## config.mk

```make
export PLATFORM = sky130hd
export DESIGN_NAME = norProgSeq
export DESIGN_NICKNAME = d
export VERILOG_FILES = /design/src/rtl/norSeqPkg.sv /design/src/rtl/norSeqDatapath.sv /design/src/rtl/norSeqCtrl.sv /design/src/rtl/norProgSeq.sv
export SDC_FILE = /design/constraint.sdc
export NUM_CORES = 1
export LEC_CHECK = 0
export BUFFER_PORTS_ARGS = -buffer_cell sky130_fd_sc_hd__buf_2
export CORE_MARGIN = 4
export CORE_UTILIZATION = 40
export DETAILED_ROUTE_END_ITERATION = 10
export GPL_TIMING_DRIVEN = 0
export PLACE_DENSITY = 0.67
export SYNTH_ARGS = -nofsm -noshare
export SYNTH_HDL_FRONTEND = slang
export SYNTH_HIERARCHICAL = 1
export SYNTH_SLANG_ARGS = --single-unit
```

## constraint.sdc

```tcl
create_clock -name clk -period 4.1 [get_ports clk]
set_input_delay 0.615 -clock clk [delete_from_list [all_inputs] [get_ports clk]]
set_output_delay 0.615 -clock clk [all_outputs]
set_load 0.05 [all_outputs]
```

## src/rtl/norSeqPkg.sv

```systemverilog
package norSeqPkg;

  localparam logic [2:0] OP_PROG       = 3'd0;
  localparam logic [2:0] OP_BUF        = 3'd1;
  localparam logic [2:0] OP_BYP_ON     = 3'd2;
  localparam logic [2:0] OP_BYP_OFF    = 3'd3;
  localparam logic [2:0] OP_ERASE_SECT = 3'd4;
  localparam logic [2:0] OP_ERASE_CHIP = 3'd5;

  typedef enum logic [3:0] {
    PH_UNL1,
    PH_UNL2,
    PH_PROGCMD,
    PH_TARGET,
    PH_BYPCMD,
    PH_EXIT1,
    PH_EXIT2,
    PH_BUFCMD,
    PH_BUFCNT,
    PH_BUFWORD,
    PH_BUFCONF,
    PH_ERASE80,
    PH_ERSECT,
    PH_ERCHIP
  } phaseE;

  typedef struct packed {
    phaseE phase;
    logic  last;
  } stepInfoS;

  typedef struct packed {
    logic  loadReq;
    logic  loadWord;
    logic  nextWord;
    logic  timerClr;
    phaseE phase;
  } dpStrobeS;

endpackage

```

## src/rtl/norSeqDatapath.sv

```systemverilog
module norSeqDatapath
  import norSeqPkg::*;
#(
  parameter int ADDR_W  = 24,
  parameter int DATA_W  = 16,
  parameter int TIMER_W = 4,
  parameter int MAX_BUF = 16,
  parameter int BCNT_W  = 6
) (
  input  logic              clk,
  input  logic              rstN,
  input  dpStrobeS          strobe,
  input  logic [TIMER_W-1:0] cfgLowCycles,
  input  logic [TIMER_W-1:0] cfgHighCycles,
  input  logic [ADDR_W-1:0] reqAddr,
  input  logic [DATA_W-1:0] reqData,
  input  logic [BCNT_W-1:0] reqCount,
  input  logic [DATA_W-1:0] wordData,
  output logic              lowDone,
  output logic              highDone,
  output logic              lastWord,
  output logic              countBad,
  output logic [ADDR_W-1:0] flashAddr,
  output logic [DATA_W-1:0] flashData
);

  localparam logic [ADDR_W-1:0] ADR_555 = ADDR_W'(12'h555);
  localparam logic [ADDR_W-1:0] ADR_2AA = ADDR_W'(12'h2AA);
  localparam logic [ADDR_W-1:0] ADR_000 = '0;
  localparam logic [BCNT_W-1:0] CNT_MAX = BCNT_W'(MAX_BUF);

  logic [ADDR_W-1:0]  addrReg;
  logic [DATA_W-1:0]  dataReg;
  logic [DATA_W-1:0]  wordReg;
  logic [BCNT_W-1:0]  cntReg;
  logic [BCNT_W-1:0]  wordIdx;
  logic [TIMER_W-1:0] lowLen;
  logic [TIMER_W-1:0] highLen;
  logic [TIMER_W-1:0] timer;

  always_ff @(posedge clk) begin
    if (!rstN) begin
      addrReg <= '0;
      dataReg <= '0;
      wordReg <= '0;
      cntReg  <= '0;
      wordIdx <= '0;
      lowLen  <= TIMER_W'(1);
      highLen <= TIMER_W'(1);
      timer   <= '0;
    end else begin
      if (strobe.loadReq) begin
        addrReg <= reqAddr;
        dataReg <= reqData;
        cntReg  <= reqCount;
        wordIdx <= '0;
        lowLen  <= (cfgLowCycles == '0) ? TIMER_W'(1) : cfgLowCycles;
        highLen <= (cfgHighCycles == '0) ? TIMER_W'(1) : cfgHighCycles;
      end
      if (strobe.loadWord) wordReg <= wordData;
      if (strobe.nextWord) wordIdx <= wordIdx + BCNT_W'(1);
      if (strobe.timerClr) timer <= '0;
      else                 timer <= timer + TIMER_W'(1);
    end
  end

  assign lowDone  = (timer == lowLen - TIMER_W'(1));
  assign highDone = (timer == highLen - TIMER_W'(1));
  assign lastWord = (wordIdx == cntReg - BCNT_W'(1));
  assign countBad = (reqCount == '0) || (reqCount > CNT_MAX);

  always_comb begin
    flashAddr = ADR_555;
    flashData = '0;
    unique case (strobe.phase)
      PH_UNL1:    begin flashAddr = ADR_555; flashData = DATA_W'(8'hAA); end
      PH_UNL2:    begin flashAddr = ADR_2AA; flashData = DATA_W'(8'h55); end
      PH_PROGCMD: begin flashAddr = ADR_555; flashData = DATA_W'(8'hA0); end
      PH_TARGET:  begin flashAddr = addrReg; flashData = dataReg; end
      PH_BYPCMD:  begin flashAddr = ADR_555; flashData = DATA_W'(8'h20); end
      PH_EXIT1:   begin flashAddr = ADR_000; flashData = DATA_W'(8'h90); end
      PH_EXIT2:   begin flashAddr = ADR_000; flashData = '0; end
      PH_BUFCMD:  begin flashAddr = addrReg; flashData = DATA_W'(8'h25); end
      PH_BUFCNT:  begin flashAddr = addrReg; flashData = DATA_W'(cntReg - BCNT_W'(1)); end
      PH_BUFWORD: begin flashAddr = addrReg + ADDR_W'(wordIdx); flashData = wordReg; end
      PH_BUFCONF: begin flashAddr = addrReg; flashData = DATA_W'(8'h29); end
      PH_ERASE80: begin flashAddr = ADR_555; flashData = DATA_W'(8'h80); end
      PH_ERSECT:  begin flashAddr = addrReg; flashData = DATA_W'(8'h30); end
      PH_ERCHIP:  begin flashAddr = ADR_555; flashData = DATA_W'(8'h10); end
      default:    begin flashAddr = ADR_555; flashData = '0; end
    endcase
  end

endmodule

```

## src/rtl/norSeqCtrl.sv

```systemverilog
module norSeqCtrl
  import norSeqPkg::*;
(
  input  logic       clk,
  input  logic       rstN,
  input  logic       reqValid,
  input  logic [2:0] reqOp,
  input  logic       countBad,
  input  logic       lowDone,
  input  logic       highDone,
  input  logic       lastWord,
  input  logic       wordValid,
  output logic       reqReady,
  output logic       reqReject,
  output logic       wordReady,
  output logic       weLow,
  output dpStrobeS   strobe
);

  typedef enum logic [2:0] {ST_IDLE, ST_LOW, ST_HIGH, ST_WAIT, ST_RESP} stateE;

  stateE      state, stateN;
  logic [2:0] opReg, opN;
  logic       bypReg, bypN;
  logic       rejReg, rejN;
  logic [3:0] stepReg, stepN;
  stepInfoS   curInfo;
  logic       rejectNow, noopNow;

  function automatic stepInfoS seqStep(input logic [2:0] op, input logic byp,
                                       input logic [3:0] step);
    stepInfoS r;
    logic [3:0] s;
    r.phase = PH_UNL1;
    r.last  = 1'b0;
    s = step;
    case (op)
      OP_PROG: begin
        if (byp) s = step + 4'd2;
        case (s)
          4'd0:    r.phase = PH_UNL1;
          4'd1:    r.phase = PH_UNL2;
          4'd2:    r.phase = PH_PROGCMD;
          default: begin r.phase = PH_TARGET; r.last = 1'b1; end
        endcase
      end
      OP_BUF: begin
        if (byp) s = step + 4'd2;
        case (s)
          4'd0:    r.phase = PH_UNL1;
          4'd1:    r.phase = PH_UNL2;
          4'd2:    r.phase = PH_BUFCMD;
          4'd3:    r.phase = PH_BUFCNT;
          4'd4:    r.phase = PH_BUFWORD;
          default: begin r.phase = PH_BUFCONF; r.last = 1'b1; end
        endcase
      end
      OP_BYP_ON: begin
        case (s)
          4'd0:    r.phase = PH_UNL1;
          4'd1:    r.phase = PH_UNL2;
          default: begin r.phase = PH_BYPCMD; r.last = 1'b1; end
        endcase
      end
      OP_BYP_OFF: begin
        if (s == 4'd0) r.phase = PH_EXIT1;
        else begin r.phase = PH_EXIT2; r.last = 1'b1; end
      end
      default: begin
        case (s)
          4'd0, 4'd3: r.phase = PH_UNL1;
          4'd1, 4'd4: r.phase = PH_UNL2;
          4'd2:       r.phase = PH_ERASE80;
          default: begin
            r.phase = (op == OP_ERASE_CHIP) ? PH_ERCHIP : PH_ERSECT;
            r.last  = 1'b1;
          end
        endcase
      end
    endcase
    return r;
  endfunction

  assign curInfo = seqStep(opReg, bypReg, stepReg);

  always_comb begin
    rejectNow = (reqOp > OP_ERASE_CHIP)
             || ((reqOp == OP_BUF) && countBad)
             || (((reqOp == OP_ERASE_SECT) || (reqOp == OP_ERASE_CHIP)) && bypReg);
    noopNow   = ((reqOp == OP_BYP_ON) && bypReg) || ((reqOp == OP_BYP_OFF) && !bypReg);
  end

  always_comb begin
    strobe          = '0;
    strobe.phase    = curInfo.phase;
    stateN          = state;
    opN             = opReg;
    bypN            = bypReg;
    rejN            = rejReg;
    stepN           = stepReg;
    unique case (state)
      ST_IDLE: begin
        if (reqValid) begin
          strobe.loadReq  = 1'b1;
          strobe.timerClr = 1'b1;
          opN   = reqOp;
          stepN = '0;
          if (rejectNow || noopNow) begin
            stateN = ST_RESP;
            rejN   = rejectNow;
          end else begin
            stateN = ST_LOW;
          end
        end
      end
      ST_LOW: begin
        if (lowDone) begin
          strobe.timerClr = 1'b1;
          stateN = ST_HIGH;
        end
      end
      ST_HIGH: begin
        if (highDone) begin
          strobe.timerClr = 1'b1;
          if ((curInfo.phase == PH_BUFWORD) && !lastWord) begin
            strobe.nextWord = 1'b1;
            stateN = ST_WAIT;
          end else if (curInfo.last) begin
            stateN = ST_IDLE;
            if (opReg == OP_BYP_ON)  bypN = 1'b1;
            if (opReg == OP_BYP_OFF) bypN = 1'b0;
          end else begin
            stepN  = stepReg + 4'd1;
            stateN = (seqStep(opReg, bypReg, stepReg + 4'd1).phase == PH_BUFWORD)
                     ? ST_WAIT : ST_LOW;
          end
        end
      end
      ST_WAIT: begin
        if (wordValid) begin
          strobe.loadWord = 1'b1;
          strobe.timerClr = 1'b1;
          stateN = ST_LOW;
        end
      end
      ST_RESP: begin
        stateN = ST_IDLE;
        rejN   = 1'b0;
      end
      default: stateN = ST_IDLE;
    endcase
  end

  always_ff @(posedge clk) begin
    if (!rstN) begin
      state   <= ST_IDLE;
      opReg   <= OP_PROG;
      bypReg  <= 1'b0;
      rejReg  <= 1'b0;
      stepReg <= '0;
    end else begin
      state   <= stateN;
      opReg   <= opN;
      bypReg  <= bypN;
      rejReg  <= rejN;
      stepReg <= stepN;
    end
  end

  assign reqReady  = (state == ST_IDLE);
  assign reqReject = (state == ST_RESP) && rejReg;
  assign wordReady = (state == ST_WAIT);
  assign weLow     = (state == ST_LOW);

endmodule

```

## src/rtl/norProgSeq.sv

```systemverilog
module norProgSeq
  import norSeqPkg::*;
#(
  parameter int ADDR_W  = 24,
  parameter int DATA_W  = 16,
  parameter int TIMER_W = 4,
  parameter int MAX_BUF = 16,
  parameter int BCNT_W  = $clog2(MAX_BUF) + 2
) (
  input  logic               clk,
  input  logic               rstN,
  input  logic [TIMER_W-1:0] cfgLowCycles,
  input  logic [TIMER_W-1:0] cfgHighCycles,
  input  logic               reqValid,
  output logic               reqReady,
  input  logic [2:0]         reqOp,
  input  logic [ADDR_W-1:0]  reqAddr,
  input  logic [DATA_W-1:0]  reqData,
  input  logic [BCNT_W-1:0]  reqCount,
  output logic               reqReject,
  input  logic               wordValid,
  output logic               wordReady,
  input  logic [DATA_W-1:0]  wordData,
  output logic               flashCeN,
  output logic               flashWeN,
  output logic               flashOeN,
  output logic [ADDR_W-1:0]  flashAddr,
  output logic [DATA_W-1:0]  flashData
);

  dpStrobeS strobe;
  logic     lowDone, highDone, lastWord, countBad, weLow;

  norSeqCtrl ctrl (
    .clk(clk), .rstN(rstN), .reqValid(reqValid), .reqOp(reqOp),
    .countBad(countBad), .lowDone(lowDone), .highDone(highDone),
    .lastWord(lastWord), .wordValid(wordValid), .reqReady(reqReady),
    .reqReject(reqReject), .wordReady(wordReady), .weLow(weLow),
    .strobe(strobe)
  );

  norSeqDatapath #(
    .ADDR_W(ADDR_W), .DATA_W(DATA_W), .TIMER_W(TIMER_W),
    .MAX_BUF(MAX_BUF), .BCNT_W(BCNT_W)
  ) dp (
    .clk(clk), .rstN(rstN), .strobe(strobe),
    .cfgLowCycles(cfgLowCycles), .cfgHighCycles(cfgHighCycles),
    .reqAddr(reqAddr), .reqData(reqData), .reqCount(reqCount),
    .wordData(wordData), .lowDone(lowDone), .highDone(highDone),
    .lastWord(lastWord), .countBad(countBad),
    .flashAddr(flashAddr), .flashData(flashData)
  );

  assign flashCeN = !weLow;
  assign flashWeN = !weLow;
  assign flashOeN = 1'b1;

endmodule

```

## Yosys cells after proc, flatten, opt, wreduce, memory -nomap -nowiden

Cells that the tools add are included.

| operators by class | value |
|---|---|
| reductions and logical operators | 51 |
| mux-type cells | 75 |
| eq/ne operators | 57 |
| $lt $le $gt $ge | 2 |
| shift-type cells | 0 |
| div/mod/pow operators | 0 |
| multiply operators | 0 |
| bitwise operators | 2 |
| $add $sub $neg | 10 |

Operators with widths:

| operator | count |
|---|---|
| $pmux 16 s13 | 1 |
| $pmux 24 s4 | 1 |
| $mux 4 | 20 |
| $eq 4x2->1 const B | 12 |
| $pmux 4 s5 | 2 |
| $pmux 5 s4 | 2 |
| $logic_not 4->1 | 9 |
| $eq 4x3->1 const B | 8 |
| $eq 4x1->1 const B | 7 |
| $eq 4x4->1 const B | 7 |
| $reduce_or 5->1 | 5 |
| $add 24x6->24 | 1 |
| $pmux 4 s3 | 2 |
| $mux 1 | 22 |
| $mux 3 | 7 |
| $mux 5 | 4 |
| $eq 3x2->1 const B | 6 |
| $reduce_or 2->1 | 8 |
| $eq 3x3->1 const B | 4 |
| $mux 6 | 2 |
| $pmux 2 s3 | 2 |
| $pmux 3 s2 | 2 |
| $pmux 3 s4 | 1 |
| $reduce_and 5->1 | 2 |
| 28 further kinds | 60 |

| word-level totals | value |
|---|---|
| bits in writable memories | 0 |
| ROM bits | 0 |
| memories kept | 0 |
| latch bits | 0 |
| word-level logic and storage cells | 210 |
| flip-flop bits (word level) | 92 |
| input port bits | 77 |
| output and inout port bits | 46 |

## Longest topological paths before layout

| depth | value |
|---|---|
| depth in word-level cells | 26 |
| gate-level depth with buffers | 14 |
| gate-level depth less buffers | 11 |

## Modules after synthesis

The synthesis kept the hierarchy.

Modules (own cells, without submodules):

| module | times used | cells each | sequential area each (µm²) | area an instance (µm²) |
|---|---|---|---|---|
| norSeqDatapath | 1 | 552 | 1,601.5 | 4,817.1 |
| norSeqCtrl | 1 | 181 | 240.2 | 1,350.0 |
| norProgSeq | 1 | 4 | 0.0 | 22.5 |

## Worst setup path before layout

OpenSTA, ideal clock, no wires.

| path | value |
|---|---|
| path kind | register to output |
| from | register ctrl.stepReg[0] |
| to | output port flashAddr[6] |
| path buffers | 2 |
| stages on the path, launching flop included | 12 |
| data required time | 3.485 ns |
| setup slack | -0.786 ns |
| arrival time | 4.271 ns |
| cells stage by stage | dfxtp_1 clkbuf_1 inv_1 ha_1 nor2b_1 nor4b_1 a31o_2 inv_1 nand2b_1 nand2b_1 clkbuf_1 o311ai_0 |

RTL lines:

| what | line | source |
|---|---|---|
| start: declaration | norSeqCtrl.sv:26 | `logic [3:0] stepReg, stepN;` |
| start signal: assignment | norSeqCtrl.sv:166 | `stepReg <= stepN;` |
| end: declaration | norProgSeq.sv:27 | `output logic [ADDR_W-1:0] flashAddr,` |

==> flow_summary.yaml <==
outcome:
  violations: "setup timing"
  status: "complete, but fails checks"
grt:
  grt_overflow: 0
  grt_start_max_net_pins: 16
  track_usage_pct: 20.3
  grt_pass1_wl_mm: 29.2
  antenna_found_initial: 1
  grt_pass1_vias: 5815
sta:
  slew_viol_final: 0
  tightest_slew_ns: 0.726
  fmax_mhz: 238
  rsz0062_at_grt: "yes"
  fin_setup_tns_ns: -0.509
  fin_crit_sh_pct: 103
  fin_crit_ns: 4.20
  slew_headroom_pct: 51.6
  finalWorstSetupSlack_ns: -0.103
  whs_ns: 0.508
  hold_viol: 0
  finClkSkew_ns: 0.00795
  setup_viol: 11
placement:
  globalplace.congestion: 0.893
  dp_cells: 1045
  pre_cts_slack_ns: -0.343
  dpl.hpwl_mm: 13.3
  numPortBuffers: 120
yosys:
  yosysSeqAreaShare_pct: 29.8
  syn_nets: 833
  async_flop_share_pct: 0
  yosys.area.top_type: "dfxtp_1"
  synth_most_common_cell: "dfxtp_1"
  syn_area_mm2: 0.00619
  synth_seq_cells: 92
  syn_inst: 737
  synth_common_cells: "dfxtp_1, nor2b_1, mux2i_1"
  syn_avg_cell_area_um2: 8.40
  synth.distinct_cells: 78
  synth_top_area_share_pct: 29.8
  synth_edf_count: 0
  yosys-top-cells-area: "dfxtp_1, mux2i_1, nor2b_1, ha_1, nand2_1"
  ys.flop_type: "dfxtp_1"
  yosysWarnings: 6
power_and_ir_drop:
  p_leak_nw: 3.22
  powerDensity_mw_per_mm2: 326
  total_power_mw: 2.60
  peakVddDrop_mv: 0.209
setup_path:
  path_cells: "ha_4 -> or4b_4 -> nand3_4 -> o31ai_4 -> a211oi_2 -> buf_4 -> clkinvlp_4 -> or3_4 -> or4b_4 -> nand4_1 -> buf_6"
  reg2reg_depth: 15
  r2r_setup_slack_ns: 0.60
  cp-start-kind: "flip-flop"
  worst_path_max_delay_cell: "or4b_4"
  required_ns: 3.48
  cp.arrival_ns: 3.59
  end_kind: "output pin"
  critPathKind: "flip-flop to output pin"
  slowest_delay_ns: 0.62
  path_common_cell: "or4b_4"
  worstPathMaxFanout: 5
clock_tree:
  cts_buffers: 9
  htreeDepth: 3
  insertion_delay_ns: 0.35
  hold_buffers: 0
  clock_path_buffers: 2
  path_clk_slew_ns: 0.07
  cts_tree: "built"
  clock_sinks: 92
  cts_root_buf: "clkbuf_16"
floorplan:
  die_y_um: 132
  core_mm2: 0.0152
  die-area_mm2: 0.0175
  die_x_um: 132
  top_level_ports: 123
  rows: 45
  start_util_pct: 40.7
routing:
  drc: 0
  dr.pass1.iters: 5
  vias: 6132
  drt-total-wl_mm: 18.7
  ant_nets: 0
  drt_iter0_drc: 482
  viasPerCell: 5.65
  wl_per_cell_um: 17.2
layout:
  drive_above_1_share_pct: 27.5
  final_nets: 988
  area_growth_pct: 28.8
  fin_cells: 1086
hold_path:
  hold_depth: 2
  hold_path.class: "flip-flop to flip-flop"
run:
  maxCapViolations: 0
registers in the layout (all words and copies together), names as in the netlist:
name	flops
dp/wordIdx	6
ctrl/bypReg	1
dp/dataReg	16
ctrl/opReg	3
dp/highLen	4
ctrl/state	3
dp/timer	4
dp/lowLen	4
ctrl/rejReg	1
dp/wordReg	16
ctrl/stepReg	4
dp/cntReg	6
dp/addrReg	24
cells in the final DEF, fill, tap and decap left out, types with 15 or more instances in the layout:
cell       n
a21oi_1   24
buf_2     99
buf_4     45
buf_6     21
clkbuf_1  15
dfxtp_1   89
inv_1     28
mux2i_1   76
nand2_1   58
nand3_1   19
nor2_1    28
nor2b_1   79
o211ai_1  16
o21ai_0   24
xnor2_1   22
final timing paths:
kind	endpoint	startpoint
max reg2reg	dp/wordIdx[3]	ctrl/stepReg[1]
min reg2reg	ctrl/rejReg	ctrl/rejReg
max	flashData[6]	ctrl/stepReg[2]
min	ctrl/rejReg	ctrl/rejReg
worst max-delay path: cells and delay by family, from the launching register on:
kind	cells	cell delay, ns
and+or+nand+nor	5	1.90
DFF	1	0.35
adders and majority gates	1	0.24
AOI/OAI and AO/OA	2	0.25
buffers and inverters	3	0.49
layout make-up:
| type | instances | area (µm²) |
|---|---|---|
| plain buffers | 43 | 264 |
| fillers | 1489 | 7230 |
| well taps | 188 | 235 |
| inverters | 30 | 116 |
| flip-flops and latches | 92 | 1850 |
| diodes | 1 | 2.50 |
| clock inverters | 5 | 37.5 |
| multi-input cells | 569 | 4270 |
| repair buffers | 147 | 958 |
| clock buffers | 11 | 243 |
kinds of logic after synthesis:
kind of cell / count (synthesis) / share of synthesized area, %
adders and majority gates: 19 / 3.96
and+or+nand+nor: 280 / 25.7
AOI/OAI and AO/OA: 160 / 18.4
DFF: 92 / 29.8
other: 1 / 0.0606
buffers and inverters: 77 / 5.32
muxes: 77 / 12.5
xor gates and xnor gates: 31 / 4.39
report_power, final:
part           switching (mW)  leakage [nW]  internal (mW)
Combinational           0.467          2.34          0.304
Sequential             0.0640         0.754          0.956
Clock                   0.377         0.132          0.429
Total                   0.907          3.22           1.69
metal layers:
layer,track usage [%],vias up,part of all wire [%]
li1,-,2986,-
met2,33.7,209,47
met1,26.4,2895,44
met5,0,-,0
met3,3.82,42,5.3
met4,6.99,0,3.2
through the flow:
| stage | area [µm²] | util (%) |
|---|---|---|
| 3_3_place_gp | 7040 | 46.3 |
| 5_1_grt | 7970 | 52.4 |
| 4_1_cts | 7770 | 51.1 |
| 2_1_floorplan | 6200 | - |
| 3_5_place_dp | 7040 | 46.3 |
| 6_report | 7970 | 52.4 |
repair_timing:
item | in CTS | in global routing
resized for setup | 88 | 51
setup buffers | 19 | 8
setup endpoints to repair | 40 | 40
cloned | 0 | 1
endpoints found under the hold margin | 0 | 0
pin swaps | 15 | 15
(Power assumes the default switching activity.)
